--- src/rtl/mptRouterPkg.sv ---
package mptRouterPkg;
  localparam int MAX_CORES = 4;
  localparam int MAX_SLOTS = 2 * MAX_CORES;
  localparam int SLOT_W    = 3;
  localparam int DATA_W    = 32;
  localparam int OFFS_W    = 5;
  localparam logic [1:0] WORD_SIZE = 2'd2;

  // decode result handed from control to datapath
  typedef struct packed {
    logic              hit;
    logic              wr;
    logic              err;
    logic [SLOT_W-1:0] slot;
  } mptStrobe_t;
endpackage

--- src/rtl/mptDecodeCtrl.sv ---
module mptDecodeCtrl
  import mptRouterPkg::*;
#(
  parameter int NUM_CORES = 4,
  parameter int WIN_W     = 7
) (
  input  logic             reqValid,
  input  logic             reqWrite,
  input  logic [WIN_W-1:0] reqWin,
  input  logic [1:0]       reqSize,
  input  logic [1:0]       reqCore,
  output mptStrobe_t       strobe
);
  localparam int NUM_WIN = 2 + 2 * NUM_CORES;

  logic isAlias, inMap, sizeOk, coreOk, accessOk;

  always_comb begin
    isAlias  = reqWin < WIN_W'(2);
    inMap    = reqWin < WIN_W'(NUM_WIN);
    sizeOk   = reqSize == WORD_SIZE;
    coreOk   = {1'b0, reqCore} < 3'(NUM_CORES);
    accessOk = sizeOk && inMap && (!isAlias || coreOk);

    strobe.hit  = reqValid && accessOk;
    strobe.err  = reqValid && !accessOk;
    strobe.wr   = reqValid && accessOk && reqWrite;
    if (isAlias) strobe.slot = {reqCore, reqWin[0]};
    else         strobe.slot = SLOT_W'(reqWin - WIN_W'(2));
  end
endmodule

--- src/rtl/mptRespPath.sv ---
module mptRespPath
  import mptRouterPkg::*;
#(
  parameter int SLOTS = 8
) (
  input  logic                    clk,
  input  logic                    rstN,
  input  mptStrobe_t              strobe,
  input  logic [OFFS_W-1:0]       reqOffset,
  input  logic [DATA_W-1:0]       reqWdata,
  input  logic [SLOTS*DATA_W-1:0] slotRdata,
  output logic [SLOTS-1:0]        slotSel,
  output logic                    slotWrite,
  output logic [OFFS_W-1:0]       slotOffset,
  output logic [DATA_W-1:0]       slotWdata,
  output logic                    rspValid,
  output logic                    rspErr,
  output logic [DATA_W-1:0]       rspRdata
);
  logic [DATA_W-1:0] rdMux;

  for (genvar g = 0; g < SLOTS; g++) begin : gSel
    assign slotSel[g] = strobe.hit && (strobe.slot == SLOT_W'(g));
  end

  assign slotWrite  = strobe.wr;
  assign slotOffset = reqOffset;
  assign slotWdata  = reqWdata;

  always_comb begin
    rdMux = '0;
    for (int k = 0; k < SLOTS; k++) begin
      if (slotSel[k]) rdMux = rdMux | slotRdata[k*DATA_W +: DATA_W];
    end
  end

  always_ff @(posedge clk or negedge rstN) begin
    if (!rstN) begin
      rspValid <= 1'b0;
      rspErr   <= 1'b0;
      rspRdata <= '0;
    end else begin
      rspValid <= strobe.hit || strobe.err;
      rspErr   <= strobe.err;
      rspRdata <= (strobe.hit && !strobe.wr) ? rdMux : '0;
    end
  end
endmodule

--- src/rtl/mptBankRouter.sv ---
module mptBankRouter
  import mptRouterPkg::*;
#(
  parameter int NUM_CORES = 4,
  parameter int ADDR_W    = 12
) (
  input  logic                        clk,
  input  logic                        rstN,
  input  logic                        reqValid,
  input  logic                        reqWrite,
  input  logic [ADDR_W-1:0]           reqAddr,
  input  logic [1:0]                  reqSize,
  input  logic [1:0]                  reqCore,
  input  logic [31:0]                 reqWdata,
  output logic                        rspValid,
  output logic                        rspErr,
  output logic [31:0]                 rspRdata,
  output logic [2*NUM_CORES-1:0]      slotSel,
  output logic                        slotWrite,
  output logic [4:0]                  slotOffset,
  output logic [31:0]                 slotWdata,
  input  logic [64*NUM_CORES-1:0]     slotRdata,
  input  logic [2*NUM_CORES-1:0]      slotIrq,
  output logic [2*NUM_CORES-1:0]      irqOut,
  output logic [7:0]                  slotClr
);
  localparam int SLOTS = 2 * NUM_CORES;
  localparam int WIN_W = ADDR_W - OFFS_W;

  mptStrobe_t strobe;

  mptDecodeCtrl #(.NUM_CORES(NUM_CORES), .WIN_W(WIN_W)) ctrl_i (
    .reqValid (reqValid),
    .reqWrite (reqWrite),
    .reqWin   (reqAddr[ADDR_W-1:OFFS_W]),
    .reqSize  (reqSize),
    .reqCore  (reqCore),
    .strobe   (strobe)
  );

  mptRespPath #(.SLOTS(SLOTS)) path_i (
    .clk        (clk),
    .rstN       (rstN),
    .strobe     (strobe),
    .reqOffset  (reqAddr[OFFS_W-1:0]),
    .reqWdata   (reqWdata),
    .slotRdata  (slotRdata),
    .slotSel    (slotSel),
    .slotWrite  (slotWrite),
    .slotOffset (slotOffset),
    .slotWdata  (slotWdata),
    .rspValid   (rspValid),
    .rspErr     (rspErr),
    .rspRdata   (rspRdata)
  );

  assign irqOut  = slotIrq;
  assign slotClr = {MAX_SLOTS{~rstN}};
endmodule

--- config.mk ---
export PLATFORM = sky130hd
export DESIGN_NAME = mptBankRouter
export DESIGN_NICKNAME = d
export VERILOG_FILES = /design/src/rtl/mptRouterPkg.sv /design/src/rtl/mptDecodeCtrl.sv /design/src/rtl/mptRespPath.sv /design/src/rtl/mptBankRouter.sv
export SDC_FILE = /design/constraint.sdc
export NUM_CORES = 1
export LEC_CHECK = 0
export ABC_CLOCK_PERIOD_IN_PS = 6800
export BUFFER_PORTS_ARGS = -buffer_cell sky130_fd_sc_hd__buf_2
export CAP_MARGIN = 30
export CORE_AREA = 2 2 159 161
export DETAILED_ROUTE_END_ITERATION = 7
export DIE_AREA = 0 0 161 163
export GPL_TIMING_DRIVEN = 1
export SYNTH_ARGS = -nofsm -noshare
export SYNTH_HDL_FRONTEND = slang
export SYNTH_SLANG_ARGS = --single-unit
--- constraint.sdc ---
create_clock -name clk -period 6.8 [get_ports clk]
set_input_delay 1.36 -clock clk [delete_from_list [all_inputs] [get_ports clk]]
set_output_delay 1.36 -clock clk [all_outputs]
set_load 0.1 [all_outputs]
* Word level (Yosys, flattened, before mapping) *
Index checks and enable logic that the tools add are counted.

operators by class
  add/sub/neg operators = 1
  multipliers = 0
  divide/modulo/power cells = 0
  order comparisons = 2
  equal/unequal tests = 8
  shift-type cells = 0
  muxes and demuxes = 10
  bitwise gates (word level) = 8
  reduce and logical (&&, ||, !) cells = 17

operator list
  operator             count
  $mux 32              9
  $or 32x32->32        7
  $logic_and 1x1->1    13
  $eq 3x3->1 const B   4
  $lt 7x2->1 const B   1
  $lt 7x4->1 const B   1
  $eq 3x2->1 const B   2
  $eq 3x1->1 const B   1
  $logic_not 3->1      1
  $mux 3               1
  $sub 3x2->3 const B  1
  $eq 2x2->1 const B   1
  $logic_not 1->1      2
  $logic_or 1x1->1     1
  $not 1->1            1

word-level totals
  flip-flop bits (word level) = 34
  latch bits = 0
  bits in writable memories = 0
  memory bits (read-only) = 0
  input port bits = 316
  output and inout bits = 96
  word-level logic and storage cells = 49
  memories kept = 0

* Logic depth before layout (Yosys ltp) *
Gate-level depths: netlist of run 1.

  depth after elaboration = 20
  depth in mapped cells = 10

* Cells and area by module *
Synthesis of run 1 repeated with hierarchy kept, for this count alone.

unflattened totals
  cell total of the unflattened synthesis = 373
  area total of the unflattened synthesis = 3734.8 um2

by module, submodules not included
  module         instances  cells an instance  area each (um2)
  mptRespPath    1          343                3505.9
  mptBankRouter  1          16                 116.4
  mptDecodeCtrl  1          14                 112.6

* Least setup slack after synthesis of run 1 *
OpenSTA, ideal clock, no wires.

  path kind = input-to-output
  start = input reqAddr[9]
  end = output slotSel[0]
  arrival time = 4.639 ns
  setup slack = 0.801 ns
  stages on the path = 6
  path buffers = 2
  cells stage by stage = or3_1 -> buf_4 -> o21ai_1 -> nand3_2 -> clkbuf_1 -> nor3_1

on the way
  longest elaborated chain between the ends = 4
  elaborated cells between the ends (all ways) = 7
  those cells by class = order compare (2); mux (1); reduce/logical (4)

RTL lines
  what                                                         RTL line                                  text
  start: declaration                                           mptBankRouter.sv:11                       input logic [ADDR_W-1:0] reqAddr,
  $lt 7x2->1 / $lt 7x4->1 (equally long branches)              mptDecodeCtrl.sv:19, mptDecodeCtrl.sv:20
  $mux 3 / $logic_and 1x1->1 (equally long branches)           mptDecodeCtrl.sv:28, mptDecodeCtrl.sv:23
  $logic_not 3->1 / $logic_and 1x1->1 (equally long branches)  mptRespPath.sv:23, mptDecodeCtrl.sv:25
  $logic_and 1x1->1 *                                          mptRespPath.sv:23                         assign slotSel[g] = strobe.hit && (strobe.slot == SLOT_W'(g));
  end: declaration                                             mptBankRouter.sv:18                       output logic [2*NUM_CORES-1:0] slotSel,

Mark *: on every way between the ends. The rest lies on a longest branch, timed or not.

* Worst setup path in the final report of run 1 *
  start = input reqAddr[9]
  end = output slotSel[3]

on the way
  longest elaborated chain between the ends = 4
  elaborated cells between the ends (all ways) = 7
  those cells by class = order compare (2); eq/ne (1); mux (1); reduce/logical (3)

RTL lines
  what                                                    RTL line
  $lt 7x2->1 / $lt 7x4->1 (equally long branches)         mptDecodeCtrl.sv:19, mptDecodeCtrl.sv:20
  $mux 3 / $logic_and 1x1->1 (equally long branches)      mptDecodeCtrl.sv:28, mptDecodeCtrl.sv:23
  $eq 3x2->1 / $logic_and 1x1->1 (equally long branches)  mptRespPath.sv:23, mptDecodeCtrl.sv:25
  $logic_and 1x1->1 *                                     mptRespPath.sv:23

Marked as above.

==> results.txt, run 1 <==
- Yosys synthesis warning count: 0
* Final worst path period share: 76.26%
* HPWL after detailed placement: 20390 µm
- Of the total synthesized cell area, the portion taken by AND, OR, NAND and NOR gates is 22.24%.
- Part of the total power dissipated in sequential elements: 27.9%
* Pin count of the biggest net entering global routing: between 70 and 80
- Total grt overflow: 0
- Worst setup path class: in2out
- Dividing the detail-routed wire length by the instance count gives 24.49 µm.
- First drt pass iteration count: 5
- Count of instances resized after the clock tree is built: 0
- For the worst setup path, the data required time is 5.44 ns.
- The filler cells instantiated in the layout total 2754.
* Starting Density: 17.46%
- Counting I/O delays and the setup requirement, the final critical path takes roughly 5.2 ns.
- Critical-path maximum fanout: 33
- After synthesis, the share of flip-flops with an asynchronous set or reset is 100.0%.
* Routed wire length: 26910 µm
- At the end of the flow, the number of nets in the layout was 1080.
- Total power density per cell area: 120.5 nW/µm²
* Library cell with the largest summed area after synthesis: sky130_fd_sc_hd__dfrtp_1
- Global routing consumed, over all layers together, 19.60% of the routing resources.
- Clock-pin slew was measured on the worst setup and hold paths at approximately 0.060 ns.
- Adding up every negative setup slack in the final design gives 0 ns.
* I/O Buffers: 321
* DRC violations left: 0
- WP data arrival: 3.83 ns
* Switching power of the nets: between 0.0002 and 0.0003 W
- The number of pins with negative max-slew slack in the final report came to 0.
- H-tree Lvls: 2
- TritonCTS built the clock tree.
- Routability Congestion: between 0.8 and 0.9
- By instance count, the leading cell after synthesis is sky130_fd_sc_hd__nand4_1.
- The floorplan step set the die height to 163 µm.
- Synthesized-area fraction occupied by adder cells: 0.2904%
* Slew headroom: 35.57%
- The number of antenna violations at the first check in global routing is 7.
- Portion of synthesized cell area occupied by the leading cell type: 19.74%
* Post-route non-filler standard cell count: 1099
- Main combinational cell family by area after synthesis: compound AO/OA/AOI/OAI gates
- Post-Syn Area: 4309 µm²
- Final ANT Viol Nets: 0
- Number of global-route vias before repair: 5687
* CTS Root Cell: sky130_fd_sc_hd__clkbuf_16
* Fraction of the mapped netlist area in compound gates: between 30% and 40%
- Run status: completed
- Vias after detailed routing: 5864
- The die covers 26240 µm².
- Xor/xnor share of the synthesized area: 0%
* Number of sinks on the clock net: 34
- Starting DRT DRC Count: 450
- Slowest cell delay on critical path: 0.61 ns
* Static leakage power: 2.509 nW
- At the pin with the least slew margin, the transition time is approximately 0.96 ns.
- Int Power: between 0.0004 and 0.0005 W
- Counting instances in the post-synthesis netlist gives the leading cell types as sky130_fd_sc_hd__nand4_1 (72), sky130_fd_sc_hd__clkbuf_1 (60), sky130_fd_sc_hd__buf_4 (54), sky130_fd_sc_hd__a32oi_1 (52), sky130_fd_sc_hd__nand3_1 (52).
- The core region is 24670 µm².
- Classification of the worst-slack hold path: in2async
* Die outline width: 161 µm
- Main synth FF type: sky130_fd_sc_hd__dfrtp_1
- Portion of total power attributed to the clock network: 38.4%
- Global-route wire length before repair: 37550 µm
- Number of top-level pins: 412
- Achievable clock frequency: 192.8 MHz
* Top post-synthesis cells by area: sky130_fd_sc_hd__dfrtp_1 (20%), sky130_fd_sc_hd__a32oi_1 (11%), sky130_fd_sc_hd__nand4_1 (10%)
* EDFF count, synth: 0
- After clock tree synthesis, the flow added hold-fix buffers numbering 0.
* Synthesized instance count: 550
- Dividing the detail-routed via count by the number of cells gives about 5.3.
* Critical Path, Cell by Cell: buf_2 -> or3_1 -> o21ai_4 -> buf_4 -> and3_1 -> and2_1 -> buf_12
- Switching fraction of total power: 35.66%
- The worst setup path is launched from an input pin.
- Cells with a size suffix above 1 make up between 40% and 50% of the layout.
- Setup repair after global routing left no endpoint under its margin.
* Type of destination of the critical path: output pin
- After detailed placement, the design holds a cell count of 1085.
- Setup violations remaining at the end of the flow were counted as 0.
- Cts bufs inserted: 5
- Number of maximum-capacitance constraint violations: 0
- After synthesis, flip-flops and latches occupy 19.74% of the total area.
* Syn_area_per_cell: 7.835 µm²
* Post-CTS setup-driven buffer insertion count: 0
- Gate power share: approximately a third
- Count of distinct cell types in the synthesized netlist: 40
* Synth Net Count: 867
* Worst IR Drop VDD: 0.06804 mV
* Area delta synth->final: 40.13%
- The final hold violation count came to 0.
* Std-Cell Rows: 58
- Slowest cell on crit path: sky130_fd_sc_hd__and3_1
* Number of buffers between clock root and the deepest sink: 2
- In this run, synthesis produced a sequential element count of 34.
* Post-synthesis mux area share: 3.136%
-- critical path, delay by kind of cell --
kind	cells	cell delay (ns)
compound gates	1	0.25
buf+inv	3	0.72
simple gates	3	1.47
-- sequential cells by signal (all words and copies together) (netlist names) --
signal           flops
path_i.rspErr        1
path_i.rspRdata     32
path_i.rspValid      1
-- worst max path at each step --
| stage | slack, ns | endpoint | from |
|---|---|---|---|
| finish | 1.61 | slotSel[3] | reqAddr[9] |
| global route | 1.51 | slotSel[3] | reqAddr[9] |
| CTS | 1.61 | slotSel[3] | reqAddr[9] |
| detailed placement | 1.63 | slotSel[3] | reqAddr[9] |
| global placement | 1.67 | slotSel[3] | reqAddr[9] |
| floorplan | 0.80 | slotSel[0] | reqAddr[9] |
-- cell families after synthesis --
kind of cell,after synthesis
compound gates,206
flops,34
buf+inv,139
simple gates,158
fa+ha+maj,1
mux,12
-- power by group through the flow --
stage               Combinational (W)  Clock (W)  Sequential, W
floorplan                    0.000235          0       0.000214
global placement             0.000241          0       0.000207
detailed placement           0.000245          0       0.000207
CTS                          0.000246   0.000292       0.000203
global route                 0.000264   0.000300       0.000203
finish                       0.000245   0.000279       0.000203
-- stage by stage --
step                      utilization (%)  area, µm²  hold slack [ns]  total power, W  setup slack [ns]
final                               24.47       6038           0.9972       0.0007275             1.614
after global routing                24.44       6031            1.010       0.0007676             1.512
after CTS                           24.34       6006            1.209       0.0007407             1.614
after detailed placement            23.65       5836            1.517       0.0004523             1.626
after global placement              23.65       5836            1.506       0.0004477             1.673
after floorplan                         -       4309            1.064       0.0004490            0.8010
-- per-layer routing --
| metal | track usage, % | wire length [µm] | up-vias |
|---|---|---|---|
| li1 | - | - | 2641 |
| met1 | 23.00 | 10670 | 2829 |
| met2 | 34.30 | 13160 | 339 |
| met3 | 5.628 | 2327 | 51 |
| met4 | 6.575 | 729 | 4 |
| met5 | 0 | 27 | - |
-- final cells by class --
class / count / area, µm² / share of cell area [%]
clock inverter: 3 / 45.04 / 0.7460
clock buffer: 5 / 125.1 / 2.072
tap: 330 / 412.9 / 6.838
inverter: 5 / 18.77 / 0.3108
multi-input combinational: 377 / 2766 / 45.81
antenna: 5 / 12.51 / 0.2072
timing repair buffer: 340 / 1807 / 29.92
sequential: 34 / 850.8 / 14.09
-- cell usage in the layout, fill, tap and decap left out, types with 2 or more instances in the layout --
cell / synthesis / final
sky130_fd_sc_hd__a21oi_1: 41 / 40
sky130_fd_sc_hd__a221o_1: 12 / 12
sky130_fd_sc_hd__a221oi_1: 12 / 12
sky130_fd_sc_hd__a22o_1: 12 / 12
sky130_fd_sc_hd__a311oi_1: 12 / 12
sky130_fd_sc_hd__a32oi_1: 52 / 52
sky130_fd_sc_hd__and2_1: 3 / 3
sky130_fd_sc_hd__and3_1: 2 / 2
sky130_fd_sc_hd__buf_12: 0 / 4
sky130_fd_sc_hd__buf_2: 15 / 318
sky130_fd_sc_hd__buf_4: 54 / 18
sky130_fd_sc_hd__clkbuf_16: 0 / 5
sky130_fd_sc_hd__clkinvlp_4: 0 / 2
sky130_fd_sc_hd__dfrtp_1: 34 / 34
sky130_fd_sc_hd__diode_2: 0 / 5
sky130_fd_sc_hd__inv_1: 4 / 4
sky130_fd_sc_hd__mux2_2: 12 / 12
sky130_fd_sc_hd__nand2_1: 4 / 4
sky130_fd_sc_hd__nand2b_1: 5 / 4
sky130_fd_sc_hd__nand3_1: 52 / 52
sky130_fd_sc_hd__nand4_1: 72 / 72
sky130_fd_sc_hd__nor2_1: 5 / 5
sky130_fd_sc_hd__nor3_1: 2 / 2
sky130_fd_sc_hd__nor4_2: 2 / 2
sky130_fd_sc_hd__nor4_4: 1 / 2
sky130_fd_sc_hd__o211ai_1: 40 / 40
sky130_fd_sc_hd__o21ai_4: 0 / 2
sky130_fd_sc_hd__o31a_1: 21 / 21
No activity file was read; power rests on OpenSTA's default activity.
==> run 2: changes to the inputs <==
Settings changed: ABC_CLOCK_PERIOD_IN_PS 6800 to 5200, CORE_AREA 2 2 159 161 to 2 2 160 162, DIE_AREA 0 0 161 163 to 0 0 162 164.
Clock period 6.8 ns to 5.2 ns, I/O delays scaled along.
==> results.txt, run 2 (same netlist as run 1, synthesis figures left out) <==
- Run status: completed
- The worst pin sits at a relative slew slack of 44.28%.
- Critical path required time: approximately 4.2 ns
- The post-route netlist has about half of its cells at a drive strength greater than 1.
- The floorplan step defined a core boundary enclosing approximately 25000 µm².
- For this block, the via count after detailed routing is 5944.
* Cell type group with the largest total delay on the critical path: simple AND/OR/NAND/NOR gates
- The register with the most flip-flops in the layout has 32 of them.
- The total overflow left after global routing is 0.
* Total power density per cell area: 151.9 nW/µm²
- Along the worst path, the maximum fanout reaches 14.
- The routed design has 27210 µm of wire.
- For this run, design rule violations remaining after detail routing come to 0.
* Number of endpoints with negative hold slack in the final report: 0
* H-tree Lvls: 2
* Transition at the pin with the smallest max-transition slack: 0.8358 ns
* Post-route non-filler standard cell count: 1100
* Number of placed cells counting well taps: 1092
- In the finished design, the share of the clock period the worst path needs comes to 82.63%.
* Static leakage power: between 2 and 3 nW
* Via-per-instance ratio: 5.404
- VDD sags by at most 0.08643 mV.
- Dividing the detail-routed wire length by the instance count gives 24.73 µm.
- After the first detailed-routing iteration, the DRC count stood at approximately 560.
* Critical Path, Cell by Cell: buf_2 -> or3_1 -> o21ai_4 -> nand3_2 -> nor3_1 -> buf_12
- The critical path ends at slotSel[1].
- The top cell types in the final layout, fill and taps aside, are sky130_fd_sc_hd__buf_2 (316), sky130_fd_sc_hd__nand4_1 (72), sky130_fd_sc_hd__nand3_1 (52), sky130_fd_sc_hd__a32oi_1 (52).
- Setup violations remaining at the end of the flow were counted as 0.
- Worst slack on hold paths: 0.9217 ns
- WP data arrival: 3.26 ns
- Global routing used 22.79% of the available met1 tracks.
* Crit. path cell count: 6
- In this run, post-CTS repair resized a total of 0 instances.
* Cts bufs inserted: 5
- Kind of start point of the critical path: input pin
- Together, buffers and inverters on the worst path number 2.
* Routability Congestion: 0.8590
- The register with the most flip-flops in the final layout is path_i.rspRdata.
- The count of buffers added on input and output ports is 321.
* Number of buffers between clock root and the deepest sink: 2
- Number of top-level pins: 412
- Worst setup path startpoint: reqAddr[9]
* Unrepaired setup endpoints after global routing: no
- For met3 alone, demand over resource in global routing was 4.343%.
- Static timing analysis puts the maximum clock frequency at 232.7 MHz.
- HPWL after detailed placement: 21350 µm
* Post-CTS setup-driven buffer insertion count: 0
- TritonCTS built the clock tree.
- Pin count of the biggest net entering global routing: 73
* Most congested layer reported by global routing: met2
* Clock slew seen by the registers of the worst setup and hold paths: 0.07 ns
- Filler cell count: roughly 2800
* Area delta synth->final: 40.77%
* Number of maximum-capacitance constraint violations: 0
* CTS Root Cell: sky130_fd_sc_hd__clkbuf_16
- Total routing usage reported by global routing: between 10% and 20%
* Die Span Y: between 150 and 200 µm
* Slowest cell delay on critical path: 0.58 ns
- The floorplan step set the die width to about 160 µm.
- Std-Cell Rows: 58
- Final ANT Viol Nets: 0
- The worst setup path is of the in2out kind.
* Diodes inserted: 0
* Most common cell after layout, fill and taps aside: sky130_fd_sc_hd__buf_2
* Number of sinks on the clock net: 34
- Global routing used 33.85% of the available met2 tracks.
- Slowest cell on crit path: sky130_fd_sc_hd__or3_1
- Type of destination of the critical path: output pin
- In this run the worst hold path is classified as in2reg.
- Initial antenna violation count: 2
- First drt pass iteration count: 5
- Post-layout minimum cycle time: around 4.3 ns
- Final number of max-transition violations: 0
- The number of hold buffers added after CTS was 0.
* Global-route wire length before repair: 37790 µm
- At the end of the flow, the number of nets in the layout was 1086.
- Starting Density: 17.36%
- The largest registers in the layout are path_i.rspRdata: 32 flops, path_i.rspErr: 1 flops, path_i.rspValid: 1 flops.
- Die ar.: 26570 µm²
- Number of global-route vias before repair: ~5700
## run 2: changes by cell type in the layout (fill, tap and decap cells not counted)
cell	change
sky130_fd_sc_hd__diode_2	-5
sky130_fd_sc_hd__buf_2	-2
sky130_fd_sc_hd__clkinv_2	+1
sky130_fd_sc_hd__buf_4	+7
sky130_fd_sc_hd__clkbuf_8	+1
sky130_fd_sc_hd__buf_12	+1
sky130_fd_sc_hd__clkinvlp_4	-2
sky130_fd_sc_hd__bufinv_16	-1
sky130_fd_sc_hd__clkbuf_1	+1
## run 2: layout make-up
cell class | count | area (µm²) | share of cell area (%)
Multi-Input combinational cell | 377 | 2766 | 45.61
Timing Repair Buffer | 346 | 1869 | 30.82
Sequential cell | 34 | 850.8 | 14.03
Tap cell | 330 | 412.9 | 6.807
Clock buffer | 7 | 142.6 | 2.351
Inverter | 5 | 18.77 | 0.3094
Clock inverter | 1 | 5.005 | 0.08251
## run 2: report_power, final
part           switching, W  internal [W]  total [W]  leakage, nW
combinational      0.000207      0.000121   0.000328         1.99
clock              0.000137      0.000191   0.000328       0.0739
sequential      0.000000293      0.000266   0.000266        0.471
## run 2: metrics by stage
step | setup slack (ns) | util (%) | total power (W) | area, µm² | TNS [ns]
finish | 0.9032 | 24.44 | 0.0009215 | 6066 | 0
global route | 0.7433 | 24.44 | 0.0009697 | 6066 | 0
global placement | 0.9815 | 23.82 | 0.0005983 | 5911 | 0
detailed placement | 0.9432 | 23.85 | 0.0005990 | 5918 | 0
CTS | 0.9131 | 24.44 | 0.0009359 | 6066 | 0
floorplan | -0.1590 | - | 0.0005871 | 4309 | -0.3179
## run 2: worst min-delay path by stage
stage / start / to / depth (start not counted)
4_1_cts: reqValid / path_i.rspValid / 1
6_report: reqValid / path_i.rspValid / 1
2_1_floorplan: rstN / path_i.rspErr / 0
3_5_place_dp: reqValid / path_i.rspValid / 1
5_1_grt: reqValid / path_i.rspValid / 1
3_3_place_gp: reqValid / path_i.rspValid / 1
## run 2: routing by layer
layer / part of all wire (%) / wire length (µm)
met5: 0.099 / 27
met1: 38 / 10350
met2: 49 / 13250
met3: 8.4 / 2273
met4: 4.8 / 1309
